--- src/rtl/mwc_pkg.sv ---
package mwc_pkg;

  localparam int HW   = 16;
  localparam int WORD = 2 * HW;

  localparam logic [1:0] ADDR_SEL  = 2'd0;
  localparam logic [1:0] ADDR_SEED = 2'd1;
  localparam logic [1:0] ADDR_DATA = 2'd2;

  typedef struct packed {
    logic [WORD-1:0] z;
    logic [WORD-1:0] w;
  } mwc_state_t;

  // one multiply-with-carry step of a single half
  function automatic logic [WORD-1:0] half_step(input logic [WORD-1:0] s,
                                                input logic [HW-1:0]   m);
    half_step = ({{HW{1'b0}}, m} * {{HW{1'b0}}, s[HW-1:0]})
              + {{HW{1'b0}}, s[WORD-1:HW]};
  endfunction

  // seed value for a half, zero replaced by a fill constant
  function automatic logic [WORD-1:0] seed_half(input logic [HW-1:0] v,
                                                input logic [HW-1:0] fill);
    seed_half = {{HW{1'b0}}, (v == '0) ? fill : v};
  endfunction

  function automatic logic [WORD-1:0] out_word(input mwc_state_t st);
    out_word = {st.z[HW-1:0], {HW{1'b0}}} + st.w;
  endfunction

endpackage

--- src/rtl/mwc_reg_if.sv ---
module mwc_reg_if
  import mwc_pkg::*;
#(
  parameter int SEL_W = 4
) (
  input  logic             clk,
  input  logic             rst_n,
  input  logic [1:0]       bus_addr,
  input  logic             bus_wr,
  input  logic             bus_rd,
  input  logic [WORD-1:0]  bus_wdata,
  output logic [SEL_W-1:0] sel_q,
  output logic             seed_we,
  output logic             adv
);

  logic [SEL_W-1:0] sel_d;
  logic             sel_en;

  always_comb begin
    sel_en  = bus_wr && (bus_addr == ADDR_SEL);
    sel_d   = bus_wdata[SEL_W-1:0];
    seed_we = bus_wr && (bus_addr == ADDR_SEED);
    adv     = bus_rd && (bus_addr == ADDR_DATA);
  end

  always_ff @(posedge clk or negedge rst_n) begin
    if (!rst_n) begin
      sel_q <= '0;
    end else if (sel_en) begin
      sel_q <= sel_d;
    end
  end

endmodule

--- src/rtl/mwc_step.sv ---
module mwc_step
  import mwc_pkg::*;
#(
  parameter logic [HW-1:0] MULT_Z = 16'd36969,
  parameter logic [HW-1:0] MULT_W = 16'd18000
) (
  input  mwc_state_t cur,
  output mwc_state_t nxt
);

  always_comb begin
    nxt.z = half_step(cur.z, MULT_Z);
    nxt.w = half_step(cur.w, MULT_W);
  end

endmodule

--- src/rtl/mwc_state_bank.sv ---
module mwc_state_bank
  import mwc_pkg::*;
#(
  parameter int              NUM_STREAMS = 16,
  parameter int              SEL_W       = 4,
  parameter logic [HW-1:0]   RST_Z_BASE  = 16'h5A5A,
  parameter logic [HW-1:0]   RST_W_BASE  = 16'hC3C3,
  parameter logic [HW-1:0]   FILL_Z      = 16'h9E37,
  parameter logic [HW-1:0]   FILL_W      = 16'h7F4A
) (
  input  logic             clk,
  input  logic             rst_n,
  input  logic [SEL_W-1:0] sel,
  input  logic             seed_we,
  input  logic [WORD-1:0]  seed_word,
  input  logic             adv,
  input  mwc_state_t       step_state,
  output mwc_state_t       cur_state
);

  mwc_state_t st_arr [NUM_STREAMS];
  mwc_state_t seeded;

  always_comb begin
    seeded.z = seed_half(seed_word[WORD-1:HW], FILL_Z);
    seeded.w = seed_half(seed_word[HW-1:0], FILL_W);
  end

  for (genvar i = 0; i < NUM_STREAMS; i++) begin : g_stream
    localparam logic [HW-1:0] RZ = RST_Z_BASE + HW'(i);
    localparam logic [HW-1:0] RW = RST_W_BASE - HW'(i);

    mwc_state_t q;
    mwc_state_t d;
    logic       en;
    logic       hit;

    always_comb begin
      hit = (sel == SEL_W'(i));
      en  = hit && (seed_we || adv);
      d   = seed_we ? seeded : step_state;
    end

    always_ff @(posedge clk or negedge rst_n) begin
      if (!rst_n) begin
        q.z <= {{HW{1'b0}}, RZ};
        q.w <= {{HW{1'b0}}, RW};
      end else if (en) begin
        q <= d;
      end
    end

    assign st_arr[i] = q;
  end

  assign cur_state = st_arr[sel];

endmodule

--- src/rtl/mwc_rng_top.sv ---
module mwc_rng_top
  import mwc_pkg::*;
#(
  parameter int            NUM_STREAMS = 16,
  parameter logic [HW-1:0] MULT_Z      = 16'd36969,
  parameter logic [HW-1:0] MULT_W      = 16'd18000,
  parameter logic [HW-1:0] RST_Z_BASE  = 16'h5A5A,
  parameter logic [HW-1:0] RST_W_BASE  = 16'hC3C3,
  parameter logic [HW-1:0] FILL_Z      = 16'h9E37,
  parameter logic [HW-1:0] FILL_W      = 16'h7F4A
) (
  input  logic        clk,
  input  logic        rst_n,
  input  logic [1:0]  bus_addr,
  input  logic        bus_wr,
  input  logic        bus_rd,
  input  logic [31:0] bus_wdata,
  output logic [31:0] bus_rdata
);

  localparam int SEL_W = (NUM_STREAMS > 1) ? $clog2(NUM_STREAMS) : 1;

  logic [1:0]       rst_sync_q;
  logic             rst_int_n;
  logic [SEL_W-1:0] sel_q;
  logic             seed_we;
  logic             adv;
  mwc_state_t       cur_state;
  mwc_state_t       step_state;
  logic [WORD-1:0]  cur_out;

  // asynchronous assert, synchronous release
  always_ff @(posedge clk or negedge rst_n) begin
    if (!rst_n) begin
      rst_sync_q <= 2'b00;
    end else begin
      rst_sync_q <= {rst_sync_q[0], 1'b1};
    end
  end
  assign rst_int_n = rst_sync_q[1];

  mwc_reg_if #(.SEL_W(SEL_W)) reg_if_i (
    .clk       (clk),
    .rst_n     (rst_int_n),
    .bus_addr  (bus_addr),
    .bus_wr    (bus_wr),
    .bus_rd    (bus_rd),
    .bus_wdata (bus_wdata),
    .sel_q     (sel_q),
    .seed_we   (seed_we),
    .adv       (adv)
  );

  mwc_state_bank #(
    .NUM_STREAMS (NUM_STREAMS),
    .SEL_W       (SEL_W),
    .RST_Z_BASE  (RST_Z_BASE),
    .RST_W_BASE  (RST_W_BASE),
    .FILL_Z      (FILL_Z),
    .FILL_W      (FILL_W)
  ) bank_i (
    .clk        (clk),
    .rst_n      (rst_int_n),
    .sel        (sel_q),
    .seed_we    (seed_we),
    .seed_word  (bus_wdata),
    .adv        (adv),
    .step_state (step_state),
    .cur_state  (cur_state)
  );

  mwc_step #(.MULT_Z(MULT_Z), .MULT_W(MULT_W)) step_i (
    .cur (cur_state),
    .nxt (step_state)
  );

  assign cur_out = out_word(cur_state);

  always_comb begin
    case (bus_addr)
      ADDR_SEL:  bus_rdata = {{(32-SEL_W){1'b0}}, sel_q};
      ADDR_DATA: bus_rdata = cur_out;
      default:   bus_rdata = '0;
    endcase
  end

endmodule

--- config.mk ---
export PLATFORM = sky130hd
export DESIGN_NAME = mwc_rng_top
export DESIGN_NICKNAME = d
export VERILOG_FILES = /design/src/rtl/mwc_pkg.sv /design/src/rtl/mwc_reg_if.sv /design/src/rtl/mwc_step.sv /design/src/rtl/mwc_state_bank.sv /design/src/rtl/mwc_rng_top.sv
export SDC_FILE = /design/constraint.sdc
export NUM_CORES = 2
export LEC_CHECK = 0
export BUFFER_PORTS_ARGS = -buffer_cell sky130_fd_sc_hd__buf_2
export CORE_ASPECT_RATIO = 1.5
export CORE_UTILIZATION = 60
export CTS_BUF_LIST = sky130_fd_sc_hd__clkbuf_4
export DETAILED_ROUTE_END_ITERATION = 16
export PLACE_DENSITY = 0.86
export REMOVE_ABC_BUFFERS = 1
export SLEW_MARGIN = 30
export SYNTH_ARGS = -nofsm -noshare
export SYNTH_HDL_FRONTEND = slang
export SYNTH_SLANG_ARGS = --single-unit
--- constraint.sdc ---
create_clock -name clk -period 45.7 [get_ports clk]
set_input_delay 6.855 -clock clk [delete_from_list [all_inputs] [get_ports clk]]
set_output_delay 6.855 -clock clk [all_outputs]
set_load 0.005 [all_outputs]
# After elaboration in Yosys (flattened, before gate mapping)
# Cells that the tools add are included.
# totals
ff_bits	1030
in_bits	38
output_inout_bits	32
word_cells	89
# classes
n_addsub	3
n_mul	2
magnitude_cmp	1
eq_ne	17
muxes	7
bitwise	1
n_reduce_logical	24
# ops
operator	n
64-bit binary-select mux with 4-bit select	1
64-bit two-way mux	3
32-bit case mux with 2 select lines	1
31-bit by 16-bit adder with 32-bit output	1
32-bit by 16-bit adder with 32-bit output	1
32-bit adder	1
4-bit == test (second input constant)	8
16-bit zero test	2
16-bit by 16-bit multiplier with 32-bit output (first input constant)	1
16-bit two-way mux	2
11-bit by 16-bit multiplier with 27-bit output (first input constant)	1
1-bit logical AND	19
4-bit by 3-bit == test with 1-bit output (second input constant)	4
4-bit by 2-bit == test with 1-bit output (second input constant)	2
5-bit greater-or-equal comparator (second input constant)	1
4-bit NOT with 5-bit output	1
4-bit by 1-bit == test with 1-bit output (second input constant)	1
4-bit zero test	1
2-bit by 1-bit == test with 1-bit output (second input constant)	1
2-bit == test (second input constant)	1
2-bit zero test	1
1-bit logical OR	1

# Depth between registers and ports, before layout
# depth
word_depth	7
ltp_mapped	29
depth_no_buf	23

# Hierarchy
# A second synthesis with hierarchy kept.
# unflattened
cells_unflattened	5039
area_unflattened_um2	53317.4
# modules_own_cells
module	instances	cells_each	area_per_inst_um2	seq_area_each_um2
mwc_state_bank	1	4001	44043.5	25959.9
mwc_step	1	879	7993.9	0.0
mwc_rng_top	1	147	1098.6	50.0
mwc_reg_if	1	12	181.4	100.1

# Worst setup path after synthesis
# No wires, ideal clock.
# synth_path
path_kind	input to output
from	in bus_addr[1]
to	out bus_rdata[31]
arrival_time_ps	8054
required_time_ps	38845
path_slack_ps	30791
cell_stages	6
path_buffers	2
cell_sequence	clkbuf_1 -> nand2b_1 -> clkbuf_1 -> or4_1 -> a21o_1 -> nand3_1
# synth_via
elab_chain_len	2
word_cells_on_any_way	3
classes_between	eq/ne: 1; mux: 1; reduce/logical: 1
# synth_rtl
element	line_no	source
start: declaration	mwc_rng_top.sv:14	input logic [1:0] bus_addr,
2-bit == test or 2-bit zero test (tied branches)	mwc_rng_top.sv:80	case (bus_addr)
32-bit case mux with 2 select lines *	mwc_rng_top.sv:80	
end: declaration	mwc_rng_top.sv:18	output logic [31:0] bus_rdata
# Mark *: on every way between the ends. The rest lies on a longest branch, timed or not.

# Worst setup path in the final report
# layout_path
from	in bus_addr[0]
to	out bus_rdata[31]
# Same word-level chain as after synthesis.

==> flow_summary_export.csv <==
group,metric,value,unit
sta,fin_crit_sh,0.333,
critical_path,rrSetupSlack,35.70,ns
flow_run,drv_cap,0,
global_route,overflow,0,
synthesis,yosysUniqueCellTypes,85,
critical_path,critPathMaxFanout,16,
global_route,grt_usage,0.327,
final_layout,seq_area,26100,µm²
global_route,antenna_found_initial,3,
min_path,hold-path-endpoint,"rst_sync_q[1]",
critical_path,cp_data_arrival_time,8.36,ns
global_route,grt_max_degree,194,
synthesis,yosysTopAreaCell,"dfrtp_1",
run_status,status,"completed",
drt,drtIter0Drc,4176,
final_layout,nets,5260,
sta,maxSlewHeadroom,0.296,
global_route,grt_pass1_wl,225000,µm
synthesis,yosys.area.top_type_share,0.357,
synthesis,seq_area_frac_synth,0.489,
critical_path,r2r-start,"reg_if_i.sel_q[0]",
synthesis,ys_ff_latch,1030,
clock_tree,cts_setup_buffers,0,
sta,drv_slew,0,
critical_path,critPathLaunchType,"input port",
synthesis,ys_warn_count,0,
synthesis,synth_cells,4887,
sta,setup_tns,0,ns
die,core_area,87900,µm²
clock_tree,clkSinkCount,1030,
clock_tree,root_buffer,"clkbuf_4",
global_route,grt_pass1_vias,41500,
die,fp.dieH,367,µm
drt,drc,0,
critical_path,end_kind,"output port",
clock_tree,cts_made_buffers,221,
clock_tree,clk_latency,1.21,ns
min_path,hold_path_depth,0,
place,portBuffers,69,
min_path,min_path_type,"flip-flop to flip-flop",
drt,vias,39500,
place,hpwl,86300,µm
clock_tree,postCtsHoldBufs,0,
sta,tightestPinTransition,1.06,ns
synthesis,post_synth_main_area_contributors,"dfrtp_1, mux4_2, dfstp_2",
synthesis,synth.avg_cell_area,10.9,µm²
die,dieWidth,246,µm
clock_tree,clkTransAtPathRegs,0.07,ns
critical_path,r2r_end,"bank_i.g_stream[7].q[59]",
synthesis,syn-cell-area,53400,µm²
critical_path,r2r_cells,23,
die,initial_core_util,0.608,
drt,first_pass_iters,6,
sta,fin_skew,0.0957,ns
final_layout,syn2layout_area_growth,8.10,%
final_layout,multi_input_area,25300,µm²
final_layout,drive_gt1_frac,0.234,
sta,setup_viol,0,
min_path,min_from,"rst_sync_q[0]",
clock_tree,cts_tree,"yes",
synthesis,ys.flop_type,"dfrtp_1",
die,dieArea,90200,µm²
critical_path,critPathKind,"input port to output port",
sta,whs,0.354,ns
place,gp_congestion,0.963,
sta,fin_crit,15.22,ns
sta,fmax,65.7,MHz
synthesis,synth-edff-count,0,
drt,drt-wirelength-per-cell,23.0,µm
drt,wl,143000,µm
critical_path,cp.required,38.85,ns
drt,viasPerCell,6.36,
clock_tree,clockBufferDepth,3,
sta,finalHoldViolCount,0,
synthesis,async_flop_share,1.00,
die,row_count,133,
sta,grt_setup_unrepaired,"no",
clock_tree,h-tree-depth,4,
final_layout,fillCellCount,6141,
drt,ant_nets,0,
clock_tree,cts_resized,0,
die,io_pins,70,
==> cells by family after synthesis <==
logic type	share of synthesized area
AND/OR/NAND/NOR	0.0981
AO/OA/AOI/OAI	0.127
flip-flops	0.489
buffers and inverters	0.0407
adder cells (fa/ha/maj)	0.0962
multiplexers	0.138
XOR/XNOR	0.0113
other	0.0000702
==> flip-flops by register name, summed over array words and instances (netlist names) <==
register / flops
rst_sync_q: 2
reg_if_i.sel_q: 4
bank_i.g_stream.q: 1024
==> layout make-up <==
type,instances,share of cell area
Sequential cell,1030,0.453
Multi-Input combinational cell,3297,0.439
Clock buffer,352,0.0458
Tap cell,1147,0.0249
Timing Repair Buffer,138,0.0181
Inverter,177,0.0115
Clock inverter,69,0.00785
Antenna cell,5,0.000217
==> cells in the final DEF, fill, tap and decap left out, types with 19 or more instances in the layout <==
| cell type | netlist | final |
|---|---|---|
| a21o_1 | 29 | 29 |
| a21oi_1 | 48 | 47 |
| and2_1 | 20 | 20 |
| buf_2 | 44 | 69 |
| buf_4 | 2 | 50 |
| clkbuf_4 | 0 | 352 |
| clkinv_1 | 0 | 46 |
| dfrtp_1 | 762 | 757 |
| dfstp_2 | 268 | 268 |
| fa_1 | 89 | 89 |
| ha_1 | 268 | 268 |
| inv_1 | 177 | 177 |
| mux4_2 | 320 | 320 |
| nand2_1 | 1089 | 1077 |
| nand3_1 | 23 | 19 |
| nor2_1 | 70 | 70 |
| o21ai_0 | 1015 | 1014 |
| o31ai_1 | 29 | 29 |
| xnor2_1 | 49 | 49 |
==> stage by stage <==
step           setup slack, ns  instance area, µm²  utilization  std cells
6_report                 30.48               57700        0.657       6215
5_1_grt                  30.36               57700        0.657       6212
4_1_cts                  30.51               57500        0.654       6204
3_5_place_dp             30.51               54400        0.619       5783
3_3_place_gp             30.54               54300        0.618       5782
2_1_floorplan            15.33               51900            -       4504
==> synth_stat cells, types with 4 or more instances <==
cell type  instances
ha_1             268
o21ai_1           19
o22ai_1           11
dfstp_2          268
nand2_1         1089
mux2i_1           10
and2_1            20
o31ai_1           29
o41ai_1            4
fa_1              89
nor3_1            12
a211oi_1           7
and3_1             9
nand4_1            7
o21ai_0         1015
clkbuf_1         319
nand2b_1           7
o21bai_1           9
buf_2             44
a21o_1            29
xor2_1            16
xnor2_1           49
o211ai_1           6
dfrtp_1          762
or4_1              4
nor2b_1            8
o21a_1            10
or2_2              5
inv_1            177
mux2_2             4
o31ai_2           12
mux4_2           320
nor4_1            10
nor2_1            70
a21oi_1           48
nand3_1           23
nand3b_1           4
buf_1             16
and4_1             5
or3_1             11
==> worst max-delay path by stage <==
stage / startpoint / to / cells past startpoint
floorplan: rst_sync_q[1] / bank_i.g_stream[0].q[10] / 0
global placement: bus_addr[0] / bus_rdata[31] / 7
detailed placement: bus_addr[0] / bus_rdata[31] / 7
CTS: bus_addr[0] / bus_rdata[31] / 7
global route: reg_if_i.sel_q[1] / bus_rdata[30] / 17
finish: bus_addr[0] / bus_rdata[31] / 7
==> worst max-delay path: stages <==
cell	delay, ns
buf_2	0.15
nand2b_1	0.15
buf_4	0.22
or4_1	0.51
a21o_1	0.17
nand3_1	0.14
buf_2	0.15
==> per-layer routing <==
layer	vias to the layer above	part of all wire	wire length (µm)	GRT usage
li1	17200	-	-	-
met1	19700	0.35	50300	0.392
met2	2042	0.49	70300	0.532
met3	631	0.091	12900	0.0728
met4	0	0.067	9550	0.209
met5	-	0	0	0
Power is left out: the tool's default activity adds up to more than one toggle a clock period on the data nets, which glitch-free logic cannot reach.
